<file path="src/rtl/i2cv_pkg.sv">
package i2cv_pkg;
  localparam int NEV    = 7;
  localparam int CODE_W = 3;
  localparam int RX_BIT = 3;
  localparam int TX_BIT = 4;
  localparam int STAT_RXFULL = 11;
  localparam int STAT_BUSY   = 12;

  typedef enum logic [2:0] {
    A_MASK = 3'd0,
    A_STAT = 3'd1,
    A_VEC  = 3'd2,
    A_RXD  = 3'd3,
    A_TXD  = 3'd4
  } reg_addr_e;

  // flags that a status write or a vector read may retire
  localparam logic [NEV-1:0] SW_CLEARABLE = 7'b1100111;

  // code of lowest set request, 0 if none
  function automatic logic [CODE_W-1:0] first_code(input logic [NEV-1:0] req);
    logic [CODE_W-1:0] c;
    c = '0;
    for (int i = NEV - 1; i >= 0; i--)
      if (req[i]) c = CODE_W'(i + 1);
    return c;
  endfunction

  // one-hot flag selected by a nonzero code
  function automatic logic [NEV-1:0] code_to_bit(input logic [CODE_W-1:0] c);
    logic [NEV-1:0] b;
    b = '0;
    if (c != '0) b[c - 1'b1] = 1'b1;
    return b;
  endfunction
endpackage

</file>
<file path="src/rtl/i2cv_flag_bank.sv">
module i2cv_flag_bank #(
  parameter int N = 7
) (
  input  logic         clk,
  input  logic         rst_n,
  input  logic [N-1:0] set_i,
  input  logic [N-1:0] clr_i,
  output logic [N-1:0] flag_o
);
  for (genvar g = 0; g < N; g++) begin : g_flag
    always_ff @(posedge clk) begin
      if (!rst_n)        flag_o[g] <= 1'b0;
      else if (set_i[g]) flag_o[g] <= 1'b1;
      else if (clr_i[g]) flag_o[g] <= 1'b0;
    end
  end
endmodule

</file>
<file path="src/rtl/i2cv_prio_enc.sv">
module i2cv_prio_enc
  import i2cv_pkg::*;
(
  input  logic [NEV-1:0]    req_i,
  output logic [CODE_W-1:0] code_o
);
  always_comb code_o = first_code(req_i);
endmodule

</file>
<file path="src/rtl/i2cv_top.sv">
module i2cv_top
  import i2cv_pkg::*;
#(
  parameter int DATA_W = 16,
  parameter int ADDR_W = 3
) (
  input  logic              clk,
  input  logic              rst_n,
  input  logic              reg_wr,
  input  logic              reg_rd,
  input  logic [ADDR_W-1:0] reg_addr,
  input  logic [DATA_W-1:0] reg_wdata,
  output logic [DATA_W-1:0] reg_rdata,
  input  logic              ev_arb_lost,
  input  logic              ev_nack,
  input  logic              ev_acc_rdy,
  input  logic              ev_rx_rdy,
  input  logic              ev_tx_rdy,
  input  logic              ev_stop,
  input  logic              ev_tgt_addr,
  input  logic              rx_shift_full,
  input  logic              bus_busy,
  output logic              irq
);
  logic [NEV-1:0]    ev_vec, clr_vec, pend_q, mask_q, live;
  logic [CODE_W-1:0] vec_code;
  logic              wr_mask, wr_stat, vec_rd, rx_acc, tx_acc;

  assign ev_vec = {ev_tgt_addr, ev_stop, ev_tx_rdy, ev_rx_rdy,
                   ev_acc_rdy, ev_nack, ev_arb_lost};

  assign wr_mask = reg_wr && (reg_addr == ADDR_W'(A_MASK));
  assign wr_stat = reg_wr && (reg_addr == ADDR_W'(A_STAT));
  assign vec_rd  = reg_rd && (reg_addr == ADDR_W'(A_VEC));
  assign rx_acc  = reg_rd && (reg_addr == ADDR_W'(A_RXD));
  assign tx_acc  = reg_wr && (reg_addr == ADDR_W'(A_TXD));

  assign live = pend_q & mask_q;

  i2cv_prio_enc u_enc (
    .req_i  (live),
    .code_o (vec_code)
  );

  always_comb begin
    clr_vec = '0;
    if (wr_stat) clr_vec |= reg_wdata[NEV-1:0] & SW_CLEARABLE;
    if (vec_rd)  clr_vec |= code_to_bit(vec_code) & SW_CLEARABLE;
    clr_vec[RX_BIT] = rx_acc;
    clr_vec[TX_BIT] = tx_acc;
  end

  i2cv_flag_bank #(.N(NEV)) u_flags (
    .clk    (clk),
    .rst_n  (rst_n),
    .set_i  (ev_vec),
    .clr_i  (clr_vec),
    .flag_o (pend_q)
  );

  always_ff @(posedge clk) begin
    if (!rst_n) begin
      mask_q <= '0;
      irq    <= 1'b0;
    end else begin
      if (wr_mask) mask_q <= reg_wdata[NEV-1:0];
      irq <= |live;
    end
  end

  always_comb begin
    reg_rdata = '0;
    case (reg_addr)
      ADDR_W'(A_MASK): reg_rdata[NEV-1:0] = mask_q;
      ADDR_W'(A_STAT): begin
        reg_rdata[NEV-1:0]   = pend_q;
        reg_rdata[STAT_RXFULL] = rx_shift_full;
        reg_rdata[STAT_BUSY]   = bus_busy;
      end
      ADDR_W'(A_VEC):  reg_rdata[CODE_W-1:0] = vec_code;
      default:         reg_rdata = '0;
    endcase
  end
endmodule

</file>
<file path="config.mk">
export PLATFORM = sky130hd
export DESIGN_NAME = i2cv_top
export DESIGN_NICKNAME = d
export VERILOG_FILES = /design/src/rtl/i2cv_pkg.sv /design/src/rtl/i2cv_flag_bank.sv /design/src/rtl/i2cv_prio_enc.sv /design/src/rtl/i2cv_top.sv
export SDC_FILE = /design/constraint.sdc
export NUM_CORES = 1
export LEC_CHECK = 0
export BUFFER_PORTS_ARGS = -buffer_cell sky130_fd_sc_hd__buf_2
export CAP_MARGIN = 5
export CORE_MARGIN = 3
export CORE_UTILIZATION = 45
export CTS_CLUSTER_DIAMETER = 80
export DETAILED_ROUTE_END_ITERATION = 12
export PLACE_DENSITY = 0.78
export SLEW_MARGIN = 30
export SYNTH_ARGS = -nofsm -noshare
export SYNTH_HDL_FRONTEND = slang
export SYNTH_SLANG_ARGS = --single-unit
</file>
<file path="constraint.sdc">
create_clock -name clk -period 2.3 [get_ports clk]
set_input_delay 0.46 -clock clk [delete_from_list [all_inputs] [get_ports clk]]
set_output_delay 0.46 -clock clk [all_outputs]
set_load 0.03 [all_outputs]
</file>
==> impl_metrics.env, run 1 <==
export IMPL_vias=959
export IMPL_setup_viol=0
export IMPL_drive_gt1_frac=0.329
export IMPL_chipHeight_um=53.7
export IMPL_grt_setup_unrepaired="true"
export IMPL_critical_path_max_stage_delay_ns=0.35
export IMPL_clock_path_buffers=2
export IMPL_yosysSeqAreaShare=0.293
export IMPL_synth_cell_area_um2=1020
export IMPL_dp_cells=172
export IMPL_postSynthCellCount=117
export IMPL_syn2layout_area_growth_pct=20.9
export IMPL_hold_path_cell_count=2
export IMPL_grt_usage=0.166
export IMPL_dp_slack_ns=0.257
export IMPL_io_pins=49
export IMPL_synth_edf_count=0
export IMPL_fmax_mhz=444
export IMPL_cts_tree="done"
export IMPL_die_w_um=53.7
export IMPL_r2r_slack_ns=0.27
export IMPL_drc=0
export IMPL_finalNetCount=187
export IMPL_crit_chain="a22o_4 > nand2b_1 > a32o_2 > o22a_1 > nor2_1 > buf_4"
export IMPL_ant_nets=0
export IMPL_htree_levels=1
export IMPL_final_common_cell="buf_2"
export IMPL_clock_skew_ns=0.00571
export IMPL_hpwlAfterDp_um=1810
export IMPL_drt_vias_per_instance=5.36
export IMPL_core_rowCount=16
export IMPL_final_hold_viol_count=0
export IMPL_drv_slew=0
export IMPL_first_pass_iters=4
export IMPL_gp_congestion=0.832
export IMPL_start_kind="flop"
export IMPL_wirelength_um=2400
export IMPL_synth_async_reset_ratio=0
export IMPL_multi_input_area_um2=673
export IMPL_yosysUniqueCellTypes=37
export IMPL_diodes=0
export IMPL_cts_sinks=15
export IMPL_r2r_end="u_flags.flag_o[1]$_SDFFE_PN0P_"
export IMPL_fin_ws_ns=0.0471
export IMPL_setup_worst_path_start="u_flags.flag_o[3]$_SDFFE_PN0P_"
export IMPL_endpoint="reg_rdata[1]"
export IMPL_yosys_register_bits=15
export IMPL_outcome="complete, no violations"
export IMPL_endpoint_kind="primary output"
export IMPL_max_cap_violations=0
export IMPL_start_util=0.496
export IMPL_postLayoutCellArea_um2=1240
export IMPL_drtIter0Drc=12
export IMPL_fillers=189
export IMPL_register_area_um2=303
export IMPL_fp_coreArea_um2=2060
export IMPL_clkSlewWorstSetupHoldPaths_ns=0.09
export IMPL_grt_max_degree=16
export IMPL_cp_max_fo=4
export IMPL_rr_worst_depth=7
export IMPL_root_buffer="clkbuf_4"
export IMPL_power_density_nw_per_um2=451
export IMPL_clk_latency_ns=0.28
export IMPL_cp_slowest_cell="dfxtp_2"
export IMPL_final_cells=179
export IMPL_leakage_nw=0.546
export IMPL_io_buffers=32
export IMPL_post_route_min_period_ns=2.25
export IMPL_cts_buffers_inserted=3
export IMPL_final_cell_mix="31 x buf_2, 14 x mux2i_1, 13 x dfxtp_1"
export IMPL_crit_arrival_ns=1.79
export IMPL_fin_crit_sh=0.980
export IMPL_syn_area_per_cell_um2=8.75
export IMPL_synthFlopType="dfxtp_1"
export IMPL_post_drt_wl_per_cell_um=13.4
export IMPL_dieArea_um2=2880
export IMPL_hp_class="in -> reg"
export IMPL_reg2reg_from="u_flags.flag_o[3]$_SDFFE_PN0P_"
export IMPL_antenna_found_initial=0
export IMPL_crit_required_ns=1.84
export IMPL_yosys_warnings=0
export IMPL_grt_pass1_wl_um=3550
export IMPL_grt_overflow_total=0
export IMPL_grt_pass1_vias=801
export IMPL_crit_type="reg -> out"
export IMPL_place_area_um2=1170
export IMPL_ir_worst_vdd_mv=0.359
## cell usage after synthesis, types with 2 or more instances
cell type   n  area [µm²]
buf_2       2        10.0
o21ai_0     4        20.0
a21oi_1     5        25.0
nand2b_1    2        12.5
o22a_1      2        17.5
ha_1        2        25.0
nand2_1     8        30.0
dfxtp_1    15         300
nor2b_1     9        56.3
mux2i_1    14         140
nor2_1     11        41.3
a31oi_1     3        18.8
and4bb_2    2        25.0
buf_4       8        60.1
nor3b_1     2        15.0
inv_1       2        7.51
and3_1      2        12.5
a21boi_0    5        37.5
## worst min path at each step
stage / startpoint / to / slack [ns]
2_1_floorplan: mask_q[5]$_SDFFE_PN0P_ / mask_q[5]$_SDFFE_PN0P_ / 0.52
3_3_place_gp: mask_q[5]$_SDFFE_PN0P_ / mask_q[5]$_SDFFE_PN0P_ / 0.54
3_5_place_dp: mask_q[5]$_SDFFE_PN0P_ / mask_q[5]$_SDFFE_PN0P_ / 0.54
4_1_cts: ev_stop / u_flags.flag_o[5]$_SDFFE_PN0P_ / 0.40
5_1_grt: ev_stop / u_flags.flag_o[5]$_SDFFE_PN0P_ / 0.40
6_report: ev_stop / u_flags.flag_o[5]$_SDFFE_PN0P_ / 0.40
## cell type report
class | count | share of cell area
Multi-Input combinational cell | 95 | 0.544
Timing Repair Buffer | 36 | 0.156
Inverter | 2 | 0.00607
Clock buffer | 3 | 0.0182
Tap cell | 27 | 0.0273
Clock inverter | 1 | 0.00404
Sequential cell | 15 | 0.245
## state kept, by name, summed over array words and instances (netlist names)
register        count
u_flags.flag_o      7
mask_q              7
irq                 1
## kinds of logic after synthesis
kind of cell,after synthesis,share of synthesized area
and+or+nand+nor,42,0.235
AOI/OAI and AO/OA,29,0.212
DFF,15,0.293
muxes,14,0.137
buffers and inverters,13,0.0795
adders and majority gates,2,0.0244
other,1,0.00366
xor gates and xnor gates,1,0.0159
## per-stage QoR
stage | hold WS [ns] | setup TNS, ns | utilization | power, mW
floorplan | 0.517 | 0 | - | 0.381
global placement | 0.535 | 0 | 0.569 | 0.407
detailed placement | 0.544 | 0 | 0.569 | 0.412
CTS | 0.399 | 0 | 0.584 | 0.559
global route | 0.398 | -0.0279 | 0.600 | 0.589
finish | 0.402 | 0 | 0.600 | 0.558
## timing repair
action,CTS,global route
hold buffers,0,0
setup endpoints to repair,1,3
resized for setup,1,4
gates cloned,0,0
setup buffers,0,3
pin swaps,0,2
## worst max-delay path, delay by kind of cell, from the launching register on
kind	cells	cell delay [ns]
AO/OA/AOI/OAI	3	0.77
buffers and inverters	1	0.16
flip-flops	1	0.35
AND/OR/NAND/NOR	2	0.24
## power breakdown
group | switching [mW] | leakage [nW] | internal [mW]
Combinational | 0.0718 | 0.404 | 0.0539
Clock | 0.0812 | 0.0177 | 0.0644
Sequential | 0.0143 | 0.124 | 0.272
Total | 0.167 | 0.546 | 0.390
## metal layers
layer / routed length [µm] / up-vias / global-route usage
li1: - / 483 / -
met1: 1120 / 435 / 0.229
met2: 1080 / 37 / 0.270
met3: 163 / 4 / 0.0249
met4: 29 / 0 / 0.0383
met5: 0 / - / 0
(Power assumes the default switching activity.)
==> run 2, diff against run 1 <==
--- a/config.mk
+++ b/config.mk
@@ -12,6 +12,7 @@
 export CTS_CLUSTER_DIAMETER = 80
 export DETAILED_ROUTE_END_ITERATION = 12
 export PLACE_DENSITY = 0.78
+export RECOVER_POWER = 25
 export SLEW_MARGIN = 30
 export SYNTH_ARGS = -nofsm -noshare
 export SYNTH_HDL_FRONTEND = slang
==> run 2 against run 1 <==
Non-clock buffer count unchanged. Maximum frequency about the same. Cell area decreased by 0.40%. Clock power about the same. Register-to-register slack about the same. Sequential power about the same. Core utilization decreased by 0.24 points. Via count decreased by 0.10%. Worst setup slack got worse by 0.00059 ns. Wire length decreased by 0.21%. Largest cell class unchanged. Highest routed layer unchanged.
==> impl_metrics.env, run 2 (same netlist as run 1, synthesis figures left out) <==
export IMPL_outcome="complete, no violations"
export IMPL_critical_path_max_stage_delay_ns=0.35
export IMPL_drt_vias_per_instance=5.35
export IMPL_io_buffers=32
export IMPL_dp_cells=172
export IMPL_first_pass_iters=4
export IMPL_gp_congestion=0.832
export IMPL_dieArea_um2=2880
export IMPL_max_slew_margin=0.599
export IMPL_clkSlewWorstSetupHoldPaths_ns=0.09
export IMPL_vias=958
export IMPL_grt_pass1_vias=801
export IMPL_cp_slowest_cell="dfxtp_2"
export IMPL_fmax_mhz=444
export IMPL_crit_chain="a22o_4 > nand2b_1 > a32o_2 > o22a_1 > nor2_1 > buf_4"
export IMPL_antenna_found_initial=0
export IMPL_setup_viol=0
export IMPL_cts_buffers_inserted=3
export IMPL_register_area_um2=303
export IMPL_start_kind="flop"
export IMPL_grt_max_degree=16
export IMPL_chipHeight_um=53.7
export IMPL_fin_crit_sh=0.980
export IMPL_leakage_nw=0.537
export IMPL_final_cell_mix="30 x buf_2, 14 x mux2i_1, 13 x dfxtp_1"
export IMPL_power_density_nw_per_um2=452
export IMPL_max_cap_violations=0
export IMPL_cp_top_family="compound AO/OA/AOI/OAI gates"
export IMPL_place_area_um2=1170
export IMPL_cp_max_fo=4
export IMPL_dp_slack_ns=0.257
export IMPL_hold_buffers=0
export IMPL_clk_latency_ns=0.28
export IMPL_syn2layout_area_growth_pct=20.4
export IMPL_htree_levels=1
export IMPL_fillers=192
export IMPL_cp_buffers_inverters=1
export IMPL_crit_type="reg -> out"
export IMPL_io_pins=49
export IMPL_crit_arrival_ns=1.79
export IMPL_grt_overflow_total=0
export IMPL_endpoint_kind="primary output"
export IMPL_die_w_um=53.7
export IMPL_grt_setup_unrepaired="true"
export IMPL_clock_skew_ns=0.00573
export IMPL_hpwlAfterDp_um=1810
export IMPL_fp_coreArea_um2=2060
export IMPL_crit_required_ns=1.84
export IMPL_drive_gt1_frac=0.316
export IMPL_top_regs="mask_q (7), u_flags.flag_o (7), irq (1)"
export IMPL_final_hold_viol_count=0
export IMPL_grt_pass1_wl_um=3550
export IMPL_final_common_cell="buf_2"
export IMPL_cts_tree="done"
export IMPL_multi_input_area_um2=673
export IMPL_grt_usage=0.166
export IMPL_ir_worst_vdd_mv=0.359
export IMPL_cts_sinks=15
export IMPL_hp_class="in -> reg"
export IMPL_postLayoutCellArea_um2=1230
export IMPL_final_cells=179
export IMPL_diodes=0
export IMPL_drc=0
export IMPL_finalNetCount=187
export IMPL_clock_path_buffers=2
export IMPL_start_util=0.496
export IMPL_ant_nets=0
export IMPL_drtIter0Drc=12
export IMPL_post_route_min_period_ns=2.25
export IMPL_drv_slew=0
export IMPL_core_rowCount=16
export IMPL_p_total_mw=0.557
export IMPL_wirelength_um=2390
export IMPL_root_buffer="clkbuf_4"
export IMPL_worst_slew_pin_slew_ns=0.601
export IMPL_fin_ws_ns=0.0465
export IMPL_post_drt_wl_per_cell_um=13.4
==> run 2: final timing paths <==
path                                  start                             end  slack (ns)  cells after the start
max          u_flags.flag_o[3]$_SDFFE_PN0P_                    reg_rdata[1]        0.05                      6
min                                 ev_stop  u_flags.flag_o[5]$_SDFFE_PN0P_        0.40                      2
max reg2reg  u_flags.flag_o[3]$_SDFFE_PN0P_  u_flags.flag_o[1]$_SDFFE_PN0P_        0.27                      7
min reg2reg          mask_q[5]$_SDFFE_PN0P_          mask_q[5]$_SDFFE_PN0P_        0.56                      2
==> run 2: worst register-to-register path: stages (launching register included) <==
cell	delay, ns
dfxtp_2	0.35
a22o_4	0.27
nand2b_1	0.15
a32o_2	0.30
ha_1	0.22
xnor2_2	0.17
nor3b_1	0.33
a31oi_1	0.13
==> run 2: area by class of cell <==
class / instances / area share
Timing Repair Buffer: 36 / 0.152
Multi-Input combinational cell: 95 / 0.546
Clock inverter: 1 / 0.00406
Tap cell: 27 / 0.0274
Clock buffer: 3 / 0.0183
Sequential cell: 15 / 0.246
Inverter: 2 / 0.00609
==> run 2: repair_timing <==
action	in CTS	in global routing
setup buffers	0	3
endpoints found under the setup margin	1	3
pin swaps	0	2
resized for setup	1	4
cloned	0	0
==> run 2: metal layers <==
metal	vias to the layer above	track usage	wire length, µm
li1	484	-	-
met1	437	0.229	1120
met2	33	0.270	1080
met3	4	0.0249	160
met4	0	0.0383	29
met5	-	0	0
==> run 2: stage by stage <==
stage               hold slack (ns)  utilization  setup TNS (ns)
finish                        0.402        0.598               0
global route                  0.398        0.598         -0.0279
CTS                           0.399        0.584               0
detailed placement            0.544        0.569               0
global placement              0.535        0.569               0
floorplan                     0.517            -               0
==> run 2: power by group <==
part / total (mW) / internal [mW] / switching, mW
Clock: 0.146 / 0.0644 / 0.0812
Combinational: 0.125 / 0.0534 / 0.0719
Sequential: 0.286 / 0.272 / 0.0143
Total: 0.557 / 0.390 / 0.167
